## config.mk

```make
export PLATFORM = sky130hd
export DESIGN_NAME = sdf_decim_bank
export DESIGN_NICKNAME = d
export VERILOG_FILES = /design/src/rtl/sdf_pkg.sv /design/src/rtl/sdf_integ_chain.sv /design/src/rtl/sdf_comb_chain.sv /design/src/rtl/sdf_chan_ctrl.sv /design/src/rtl/sdf_chan.sv /design/src/rtl/sdf_decim_bank.sv
export SDC_FILE = /design/constraint.sdc
export NUM_CORES = 2
export LEC_CHECK = 0
export BUFFER_PORTS_ARGS = -buffer_cell sky130_fd_sc_hd__buf_2
export CAP_MARGIN = 40
export CORE_MARGIN = 5
export CORE_UTILIZATION = 60
export CTS_BUF_LIST = sky130_fd_sc_hd__clkbuf_4 sky130_fd_sc_hd__clkbuf_8
export DETAILED_ROUTE_END_ITERATION = 16
export PLACE_DENSITY = 0.76
export SLEW_MARGIN = 5
export SYNTH_ARGS = -nofsm -noshare
export SYNTH_HDL_FRONTEND = slang
export SYNTH_HIERARCHICAL = 1
export SYNTH_SLANG_ARGS = --single-unit
```

## constraint.sdc

```tcl
create_clock -name clk -period 32.5 [get_ports clk]
set_input_delay 6.5 -clock clk [delete_from_list [all_inputs] [get_ports clk]]
set_output_delay 6.5 -clock clk [all_outputs]
set_load 0.01 [all_outputs]
```

## src/rtl/sdf_pkg.sv

```systemverilog
package sdf_pkg;

    typedef enum logic [1:0] {
        CH_OFF    = 2'd0,
        CH_SETTLE = 2'd1,
        CH_RUN    = 2'd2
    } ch_state_t;

    localparam int unsigned OUT_W     = 16;
    localparam int unsigned MAX_ORDER = 3;

endpackage

```

## src/rtl/sdf_integ_chain.sv

```systemverilog
module sdf_integ_chain #(
    parameter int ACC_W  = 25,
    parameter int STAGES = 3
) (
    input  logic             clk,
    input  logic             rst_n,
    input  logic             clr,
    input  logic             step,
    input  logic             din,
    output logic [ACC_W-1:0] tap_first,
    output logic [ACC_W-1:0] tap_last
);

    logic [ACC_W-1:0] acc_q [STAGES];
    logic [ACC_W-1:0] acc_d [STAGES];

    for (genvar g = 0; g < STAGES; g++) begin : g_stage
        if (g == 0) begin : g_head
            assign acc_d[g] = acc_q[g] + ACC_W'(din);
        end else begin : g_tail
            assign acc_d[g] = acc_q[g] + acc_d[g-1];
        end

        always_ff @(posedge clk or negedge rst_n) begin
            if (!rst_n) begin
                acc_q[g] <= '0;
            end else if (clr) begin
                acc_q[g] <= '0;
            end else if (step) begin
                acc_q[g] <= acc_d[g];
            end
        end
    end

    // Taps expose the post-update sums so the window-closing bit is included
    assign tap_first = acc_d[0];
    assign tap_last  = acc_d[STAGES-1];

endmodule

```

## src/rtl/sdf_comb_chain.sv

```systemverilog
module sdf_comb_chain #(
    parameter int ACC_W  = 25,
    parameter int STAGES = 3
) (
    input  logic             clk,
    input  logic             rst_n,
    input  logic             clr,
    input  logic             load,
    input  logic [ACC_W-1:0] din,
    output logic [ACC_W-1:0] tap_first,
    output logic [ACC_W-1:0] tap_last
);

    logic [ACC_W-1:0] dly_q [STAGES];
    logic [ACC_W-1:0] diff  [STAGES];

    for (genvar g = 0; g < STAGES; g++) begin : g_stage
        if (g == 0) begin : g_head
            assign diff[g] = din - dly_q[g];
            always_ff @(posedge clk or negedge rst_n) begin
                if (!rst_n) begin
                    dly_q[g] <= '0;
                end else if (clr) begin
                    dly_q[g] <= '0;
                end else if (load) begin
                    dly_q[g] <= din;
                end
            end
        end else begin : g_tail
            assign diff[g] = diff[g-1] - dly_q[g];
            always_ff @(posedge clk or negedge rst_n) begin
                if (!rst_n) begin
                    dly_q[g] <= '0;
                end else if (clr) begin
                    dly_q[g] <= '0;
                end else if (load) begin
                    dly_q[g] <= diff[g-1];
                end
            end
        end
    end

    assign tap_first = diff[0];
    assign tap_last  = diff[STAGES-1];

endmodule

```

## src/rtl/sdf_chan_ctrl.sv

```systemverilog
module sdf_chan_ctrl
    import sdf_pkg::*;
#(
    parameter int OSR_W    = 9,
    parameter int SETTLE_N = 2
) (
    input  logic             clk,
    input  logic             rst_n,
    input  logic             run,
    input  logic             sync,
    input  logic             sinc3,
    input  logic [OSR_W-1:0] osr,
    input  logic             bit_valid,
    output logic             restart,
    output logic             step,
    output logic             decim,
    output logic             publish
);

    localparam int DISC_W = $clog2(SETTLE_N + 1);

    ch_state_t         state_q;
    ch_state_t         state_d;
    logic [OSR_W-1:0]  cnt_q;
    logic [DISC_W-1:0] disc_q;
    logic              win_end;

    // Strobes derived from the current state
    always_comb begin
        restart = run && ((state_q == CH_OFF) || sync);
        step    = run && (state_q != CH_OFF) && !sync && bit_valid;
        win_end = (cnt_q == (osr - OSR_W'(1)));
        decim   = step && win_end;
    end

    // Next-state logic
    always_comb begin
        state_d = state_q;
        unique case (state_q)
            CH_OFF: begin
                if (run) begin
                    state_d = sinc3 ? CH_SETTLE : CH_RUN;
                end
            end
            CH_SETTLE: begin
                if (!run) begin
                    state_d = CH_OFF;
                end else if (sync) begin
                    state_d = sinc3 ? CH_SETTLE : CH_RUN;
                end else if (decim && (disc_q == DISC_W'(1))) begin
                    state_d = CH_RUN;
                end
            end
            CH_RUN: begin
                if (!run) begin
                    state_d = CH_OFF;
                end else if (sync && sinc3) begin
                    state_d = CH_SETTLE;
                end
            end
            default: state_d = CH_OFF;
        endcase
    end

    // State register with window and discard counters
    always_ff @(posedge clk or negedge rst_n) begin
        if (!rst_n) begin
            state_q <= CH_OFF;
            cnt_q   <= '0;
            disc_q  <= '0;
        end else begin
            state_q <= state_d;
            if (restart) begin
                cnt_q  <= '0;
                disc_q <= DISC_W'(SETTLE_N);
            end else if (step) begin
                cnt_q <= win_end ? '0 : cnt_q + OSR_W'(1);
                if (decim && (state_q == CH_SETTLE)) begin
                    disc_q <= disc_q - DISC_W'(1);
                end
            end
        end
    end

    // Outputs
    always_comb begin
        publish = decim && (state_q == CH_RUN);
    end


    count_range_chk: assert property (@(posedge clk) disable iff (!rst_n)
        (state_q != CH_OFF) |-> (cnt_q < osr));


    sync_settle_chk: assert property (@(posedge clk) disable iff (!rst_n)
        (sync && run && sinc3) |=> (state_q == CH_SETTLE));


    stop_off_chk: assert property (@(posedge clk) disable iff (!rst_n)
        !run |=> (state_q == CH_OFF));

endmodule

```

## src/rtl/sdf_chan.sv

```systemverilog
module sdf_chan
    import sdf_pkg::*;
#(
    parameter int OSR_W = 9,
    parameter int ACC_W = 25,
    parameter int RES_W = 27,
    parameter int SH_W  = 5
) (
    input  logic             clk,
    input  logic             rst_n,
    input  logic             run,
    input  logic             sync,
    input  logic             sinc3,
    input  logic [OSR_W-1:0] osr,
    input  logic [SH_W-1:0]  shift,
    input  logic [ACC_W-1:0] full,
    input  logic             bit_valid,
    input  logic             bit_data,
    input  logic             ack_clr,
    output logic             ack_flag,
    output logic             out_valid,
    output logic [OUT_W-1:0] out_data
);

    localparam logic signed [RES_W-1:0] SAT_HI = RES_W'((2 ** (OUT_W - 1)) - 1);
    localparam logic signed [RES_W-1:0] SAT_LO = -SAT_HI - RES_W'(1);

    logic             restart;
    logic             step;
    logic             decim;
    logic             publish;
    logic [ACC_W-1:0] int_first;
    logic [ACC_W-1:0] int_last;
    logic [ACC_W-1:0] comb_in;
    logic [ACC_W-1:0] comb_first;
    logic [ACC_W-1:0] comb_last;
    logic [ACC_W-1:0] raw;

    logic signed [RES_W-1:0] bipolar;
    logic signed [RES_W-1:0] scaled;
    logic        [OUT_W-1:0] clipped;

    logic             ack_q;
    logic             ov_q;
    logic [OUT_W-1:0] dout_q;

    sdf_chan_ctrl #(
        .OSR_W    (OSR_W),
        .SETTLE_N (MAX_ORDER - 1)
    ) u_ctrl (
        .clk       (clk),
        .rst_n     (rst_n),
        .run       (run),
        .sync      (sync),
        .sinc3     (sinc3),
        .osr       (osr),
        .bit_valid (bit_valid),
        .restart   (restart),
        .step      (step),
        .decim     (decim),
        .publish   (publish)
    );

    sdf_integ_chain #(
        .ACC_W  (ACC_W),
        .STAGES (MAX_ORDER)
    ) u_integ (
        .clk       (clk),
        .rst_n     (rst_n),
        .clr       (restart),
        .step      (step),
        .din       (bit_data),
        .tap_first (int_first),
        .tap_last  (int_last)
    );

    assign comb_in = sinc3 ? int_last : int_first;

    sdf_comb_chain #(
        .ACC_W  (ACC_W),
        .STAGES (MAX_ORDER)
    ) u_comb (
        .clk       (clk),
        .rst_n     (rst_n),
        .clr       (restart),
        .load      (decim),
        .din       (comb_in),
        .tap_first (comb_first),
        .tap_last  (comb_last)
    );

    // Bipolar conversion, shift and saturation
    always_comb begin
        raw     = sinc3 ? comb_last : comb_first;
        bipolar = $signed({1'b0, raw, 1'b0}) - $signed({2'b00, full});
        scaled  = bipolar >>> shift;
        if (scaled > SAT_HI) begin
            clipped = SAT_HI[OUT_W-1:0];
        end else if (scaled < SAT_LO) begin
            clipped = SAT_LO[OUT_W-1:0];
        end else begin
            clipped = scaled[OUT_W-1:0];
        end
    end

    always_ff @(posedge clk or negedge rst_n) begin
        if (!rst_n) begin
            ack_q  <= 1'b0;
            ov_q   <= 1'b0;
            dout_q <= '0;
        end else begin
            ov_q  <= publish;
            ack_q <= publish | (ack_q & ~ack_clr);
            if (publish) begin
                dout_q <= clipped;
            end
        end
    end

    assign ack_flag  = ack_q;
    assign out_valid = ov_q;
    assign out_data  = dout_q;


    ack_sticky_chk: assert property (@(posedge clk) disable iff (!rst_n)
        (ack_q && !ack_clr) |=> ack_q);


    valid_sets_ack_chk: assert property (@(posedge clk) disable iff (!rst_n)
        ov_q |-> ack_q);


    data_hold_chk: assert property (@(posedge clk) disable iff (!rst_n)
        !ov_q |-> $stable(dout_q));


    single_pulse_chk: assert property (@(posedge clk) disable iff (!rst_n)
        (ov_q && osr > OSR_W'(1)) |=> !ov_q);

endmodule

```

## src/rtl/sdf_decim_bank.sv

```systemverilog
module sdf_decim_bank
    import sdf_pkg::*;
#(
    parameter int N_CH    = 4,
    parameter int OSR_MAX = 256,
    localparam int OSR_W  = $clog2(OSR_MAX + 1),
    localparam int ACC_W  = MAX_ORDER * $clog2(OSR_MAX) + 1,
    localparam int RES_W  = ACC_W + 2,
    localparam int SH_W   = $clog2(RES_W)
) (
    input  logic                  clk,
    input  logic                  rst_n,
    input  logic                  master_en,
    input  logic [N_CH-1:0]       ch_en,
    input  logic                  cfg_sinc3,
    input  logic [OSR_W-1:0]      cfg_osr,
    input  logic [SH_W-1:0]       cfg_shift,
    input  logic                  sync_pulse,
    input  logic                  bit_valid,
    input  logic [N_CH-1:0]       bit_data,
    input  logic [N_CH-1:0]       ack_clr,
    output logic [N_CH-1:0]       ack_flag,
    output logic [N_CH-1:0]       out_valid,
    output logic [N_CH*OUT_W-1:0] out_data
);

    localparam int CUBE_W = MAX_ORDER * OSR_W;

    logic [CUBE_W-1:0] osr_wide;
    logic [CUBE_W-1:0] osr_cube;
    logic [ACC_W-1:0]  full_scale;

    // Shared full-scale value: OSR for first order, OSR cubed for third
    always_comb begin
        osr_wide   = {{(CUBE_W - OSR_W){1'b0}}, cfg_osr};
        osr_cube   = osr_wide * osr_wide * osr_wide;
        full_scale = cfg_sinc3 ? osr_cube[ACC_W-1:0]
                               : {{(ACC_W - OSR_W){1'b0}}, cfg_osr};
    end

    for (genvar c = 0; c < N_CH; c++) begin : g_chan
        sdf_chan #(
            .OSR_W (OSR_W),
            .ACC_W (ACC_W),
            .RES_W (RES_W),
            .SH_W  (SH_W)
        ) u_chan (
            .clk       (clk),
            .rst_n     (rst_n),
            .run       (master_en & ch_en[c]),
            .sync      (sync_pulse),
            .sinc3     (cfg_sinc3),
            .osr       (cfg_osr),
            .shift     (cfg_shift),
            .full      (full_scale),
            .bit_valid (bit_valid),
            .bit_data  (bit_data[c]),
            .ack_clr   (ack_clr[c]),
            .ack_flag  (ack_flag[c]),
            .out_valid (out_valid[c]),
            .out_data  (out_data[c*OUT_W +: OUT_W])
        );
    end


    master_off_chk: assert property (@(posedge clk) disable iff (!rst_n)
        (!master_en && !$rose(master_en)) |=> (out_valid == '0));

endmodule

```

==> run summary <==
The run finished with clean final reports. The worst clock skew on the final layout is 0.0526 ns, and the average cell area after synthesis is 8.34 um2. For the share of the yosys chip area belonging to registers, the log shows 0.217. Across the run, the number of max-cap violations was 0. The first TritonRoute pass finished after 8 iterations.

The critical path in this run is classified as in2reg. The logs give 10,800 for the number of nets in the finished design and 0 for the total global routing overflow. The final hold violation count was 0; the achievable clock frequency was 0.0514 GHz. The clock-pin transition on the worst setup and hold timing paths was 0.06 ns; the synthesized instance count was 9,990.

The sink count of the clock tree is 724, and the total via count in the routed design is 74,800. The tools report the half-perimeter wire length after detailed placement as 174,000 um. The post-synthesis cell type count is 153, and the critical path's largest stage delay is 0.74 ns. Total of endpoints with negative setup slack in the final report: 0. The die covers 0.146 mm2. The headroom to the max-slew limit is 0.395, and the async set-or-reset flop fraction in the synthesized netlist is 1.00.

For the data arrival time of the critical path, the log shows 20.13 ns. Among all flip-flop cells after synthesis, the most frequent one is sky130_fd_sc_hd__dfrtp_1. The synthesis-stage register bit count is 724. By area the synthesized netlist is led by sky130_fd_sc_hd__dfrtp_1 22%, sky130_fd_sc_hd__ha_1 10%, sky130_fd_sc_hd__mux2i_1 5.8%.

The number of I/O pins came out at 104. Setup repair after global routing left no endpoint under its margin. The sort of element at the end of the critical path is a flop.

At the placement stage, the worst setup path has a slack of 12.28 ns. Cell with the biggest individual delay on the critical path: sky130_fd_sc_hd__nor3_2. The wire length of the first global-routing pass is 377,000 um, and the remaining design rule violation count is 0.

Number of filler cells placed in the layout: 11,800. The min-delay analysis places its worst path in the category reg2reg. The wire length per cell after detailed routing came out at 19.9 um. The tools report the reg-to-reg setup timing slack as 18.63 ns. The total buffers and inverters traversed by the critical path was 8.

The combined global-route utilization of all metal layers is 0.308. The most area-hungry cell type in the Yosys netlist was sky130_fd_sc_hd__dfrtp_1. The initial antenna violation count was 3; the number of buffers added on ports was 103. The number of max-slew violations in the final report was 0; the routed via count divided by cell count was 6.35.

Measured along the y axis, the die boundary spans 383 um. The source-to-sink clock delay at the later pin of the worst-skew pair was 0.90 ns; the number of buffers between clock root and the deepest sink was 3. The detail route stage leaves a number of antenna-violating nets equal to 0. The final worst-path cycle share came out at 0.598. The end-of-flow core utilization came out at 0.640. The cell family contributing the most delay on the critical path is adder cells. After routing the design area is 0.0882 mm2.

Post-cts resize count: 0. The total negative slack for setup checks was 0 ns. The layout overhead on the synthesized area was 5.87%; the overall routed net length was 234,000 um. The most frequent cell after synthesis is sky130_fd_sc_hd__nor2_1. Buffers inserted to repair hold after CTS numbered 0. The endpoint required time on the critical path is 33.19 ns. In the synthesized netlist, the cells that appear most often are 1,109 x sky130_fd_sc_hd__nor2_1, 787 x sky130_fd_sc_hd__inv_1, 724 x sky130_fd_sc_hd__dfrtp_1. Counting flops with a built-in enable in the synthesized netlist gives 0. For the finished layout, the period the worst path requires is 19.44 ns. The synthesized netlist occupies a cell area of 0.0833 mm2. The tools report the post-placement cell area as 0.0850 mm2. The fraction of final layout cells with drive strength greater than 1 came out at 0.101. Synthesis produced a netlist with a net count of 10,900.

The library cell used as clock root buffer is sky130_fd_sc_hd__clkbuf_8. The fraction of synthesized cell area taken by the top area cell type works out to 0.217. The H-tree depth reported by CTS is 4, and the pin count of the biggest net entering global routing is 145. The critical path's most frequent cell was sky130_fd_sc_hd__fa_1. Via count of the first global-routing pass: 72,000.

TritonCTS built the clock tree. After the first detailed-routing iteration, the DRC count stood at 6,876. Post-CTS repair timing setup buffer count: 0. The die is 383 um wide. The total area inside the core boundary comes to 0.138 mm2. The maximum fanout encountered on the critical timing path came out at 43. The total CTS buffers is 142. The critical path launch point type is an input port.

The placement row count is 136, and the worst-margin pin slew is 0.902 ns. The initial standard-cell utilization of the core was 0.605. The global placement routability congestion was 0.982. Yosys warning count: 6. The tools report the post-route worst setup slack as 13.06 ns.
[worst paths after layout]
path / to / from / cells past startpoint
worst min register to register: g_chan[1].u_chan/ack_flag / g_chan[1].u_chan/ack_flag / 1
worst min-delay path: g_chan[1].u_chan/ack_flag / g_chan[1].u_chan/ack_flag / 1
min in group asynchronous: g_chan[1].u_chan/u_comb/dly_q[9] / rst_n / 1
worst max register to register: g_chan[2].u_chan/out_data[0] / g_chan[2].u_chan/u_integ/acc_q[50] / 50
worst max-delay path: g_chan[0].u_chan/out_data[0] / cfg_osr[6] / 46
max in group asynchronous: g_chan[3].u_chan/u_integ/acc_q[22] / rst_n / 4
[kinds of logic after synthesis]
logic type,count (synthesis),share of synthesized area
other,1,0.0000450
buffers and inverters,1231,0.0590
XOR/XNOR,775,0.0833
adder cells (fa/ha/maj),846,0.142
AND/OR/NAND/NOR,3145,0.186
AO/OA/AOI/OAI,2484,0.209
flip-flops,724,0.217
multiplexers,784,0.103
[cell type report]
cell class / instances / area, um2 / area share
multi-input combinational: 8035 / 60300 / 0.684
sequential: 724 / 18100 / 0.205
inverter: 802 / 3020 / 0.0342
clock buffer: 211 / 2660 / 0.0301
tap: 1794 / 2240 / 0.0254
timing repair buffer: 181 / 1310 / 0.0149
clock inverter: 36 / 522 / 0.00591
antenna: 4 / 10.0 / 0.000113
[registers in the layout, indices dropped and copies added (netlist names)]
signal	count
g_chan.u_chan/u_ctrl/disc_q	8
g_chan.u_chan/u_ctrl/cnt_q	36
g_chan.u_chan/ack_flag	4
g_chan.u_chan/u_integ/acc_q	300
g_chan.u_chan/u_comb/dly_q	300
g_chan.u_chan/out_data	64
g_chan.u_chan/u_ctrl/state_q	8
g_chan.u_chan/out_valid	4
[worst reg2reg max path, delay by kind of cell, from the launching register on]
| family | cells | cell delay [ns] |
|---|---|---|
| and+or+nand+nor | 14 | 3.51 |
| DFF | 1 | 0.35 |
| adders and majority gates | 6 | 1.96 |
| xor gates and xnor gates | 5 | 1.07 |
| AOI/OAI and AO/OA | 23 | 5.84 |
| muxes | 2 | 0.98 |
[through the flow]
step	std cells	hold slack, ns
3_5_place_dp	11500	0.480
3_3_place_gp	11500	0.455
2_1_floorplan	9990	0.466
6_report	11800	0.490
5_1_grt	11800	0.519
4_1_cts	11800	0.494
[layer usage]
metal  vias up  track usage  share of wire
met5         -            0              0
met4         0        0.133          0.044
met3       508       0.0485          0.069
met2      2668        0.488           0.45
met1     36100        0.420           0.44
li1      35600            -              -
[cells in the final DEF, fill, tap and decap left out, types with 115 or more instances in the layout]
master                     count
sky130_fd_sc_hd__dfrtp_1     724
sky130_fd_sc_hd__nand2b_1    117
sky130_fd_sc_hd__a211oi_1    117
sky130_fd_sc_hd__a21o_1      214
sky130_fd_sc_hd__mux2i_1     485
sky130_fd_sc_hd__and2_1      158
sky130_fd_sc_hd__fa_1        163
sky130_fd_sc_hd__o21a_1      127
sky130_fd_sc_hd__clkbuf_8    172
sky130_fd_sc_hd__xnor2_1     441
sky130_fd_sc_hd__inv_1       787
sky130_fd_sc_hd__nand2_1     671
sky130_fd_sc_hd__mux2_2      260
sky130_fd_sc_hd__nand3_1     211
sky130_fd_sc_hd__nor3_1      179
sky130_fd_sc_hd__o21ai_0     378
sky130_fd_sc_hd__a21oi_1     610
sky130_fd_sc_hd__ha_1        683
sky130_fd_sc_hd__nor2_1     1109
sky130_fd_sc_hd__o211ai_1    115
sky130_fd_sc_hd__xor2_1      320
Power is left out: the tool's default activity adds up to more than one toggle a clock period on the data nets, which glitch-free logic cannot reach.
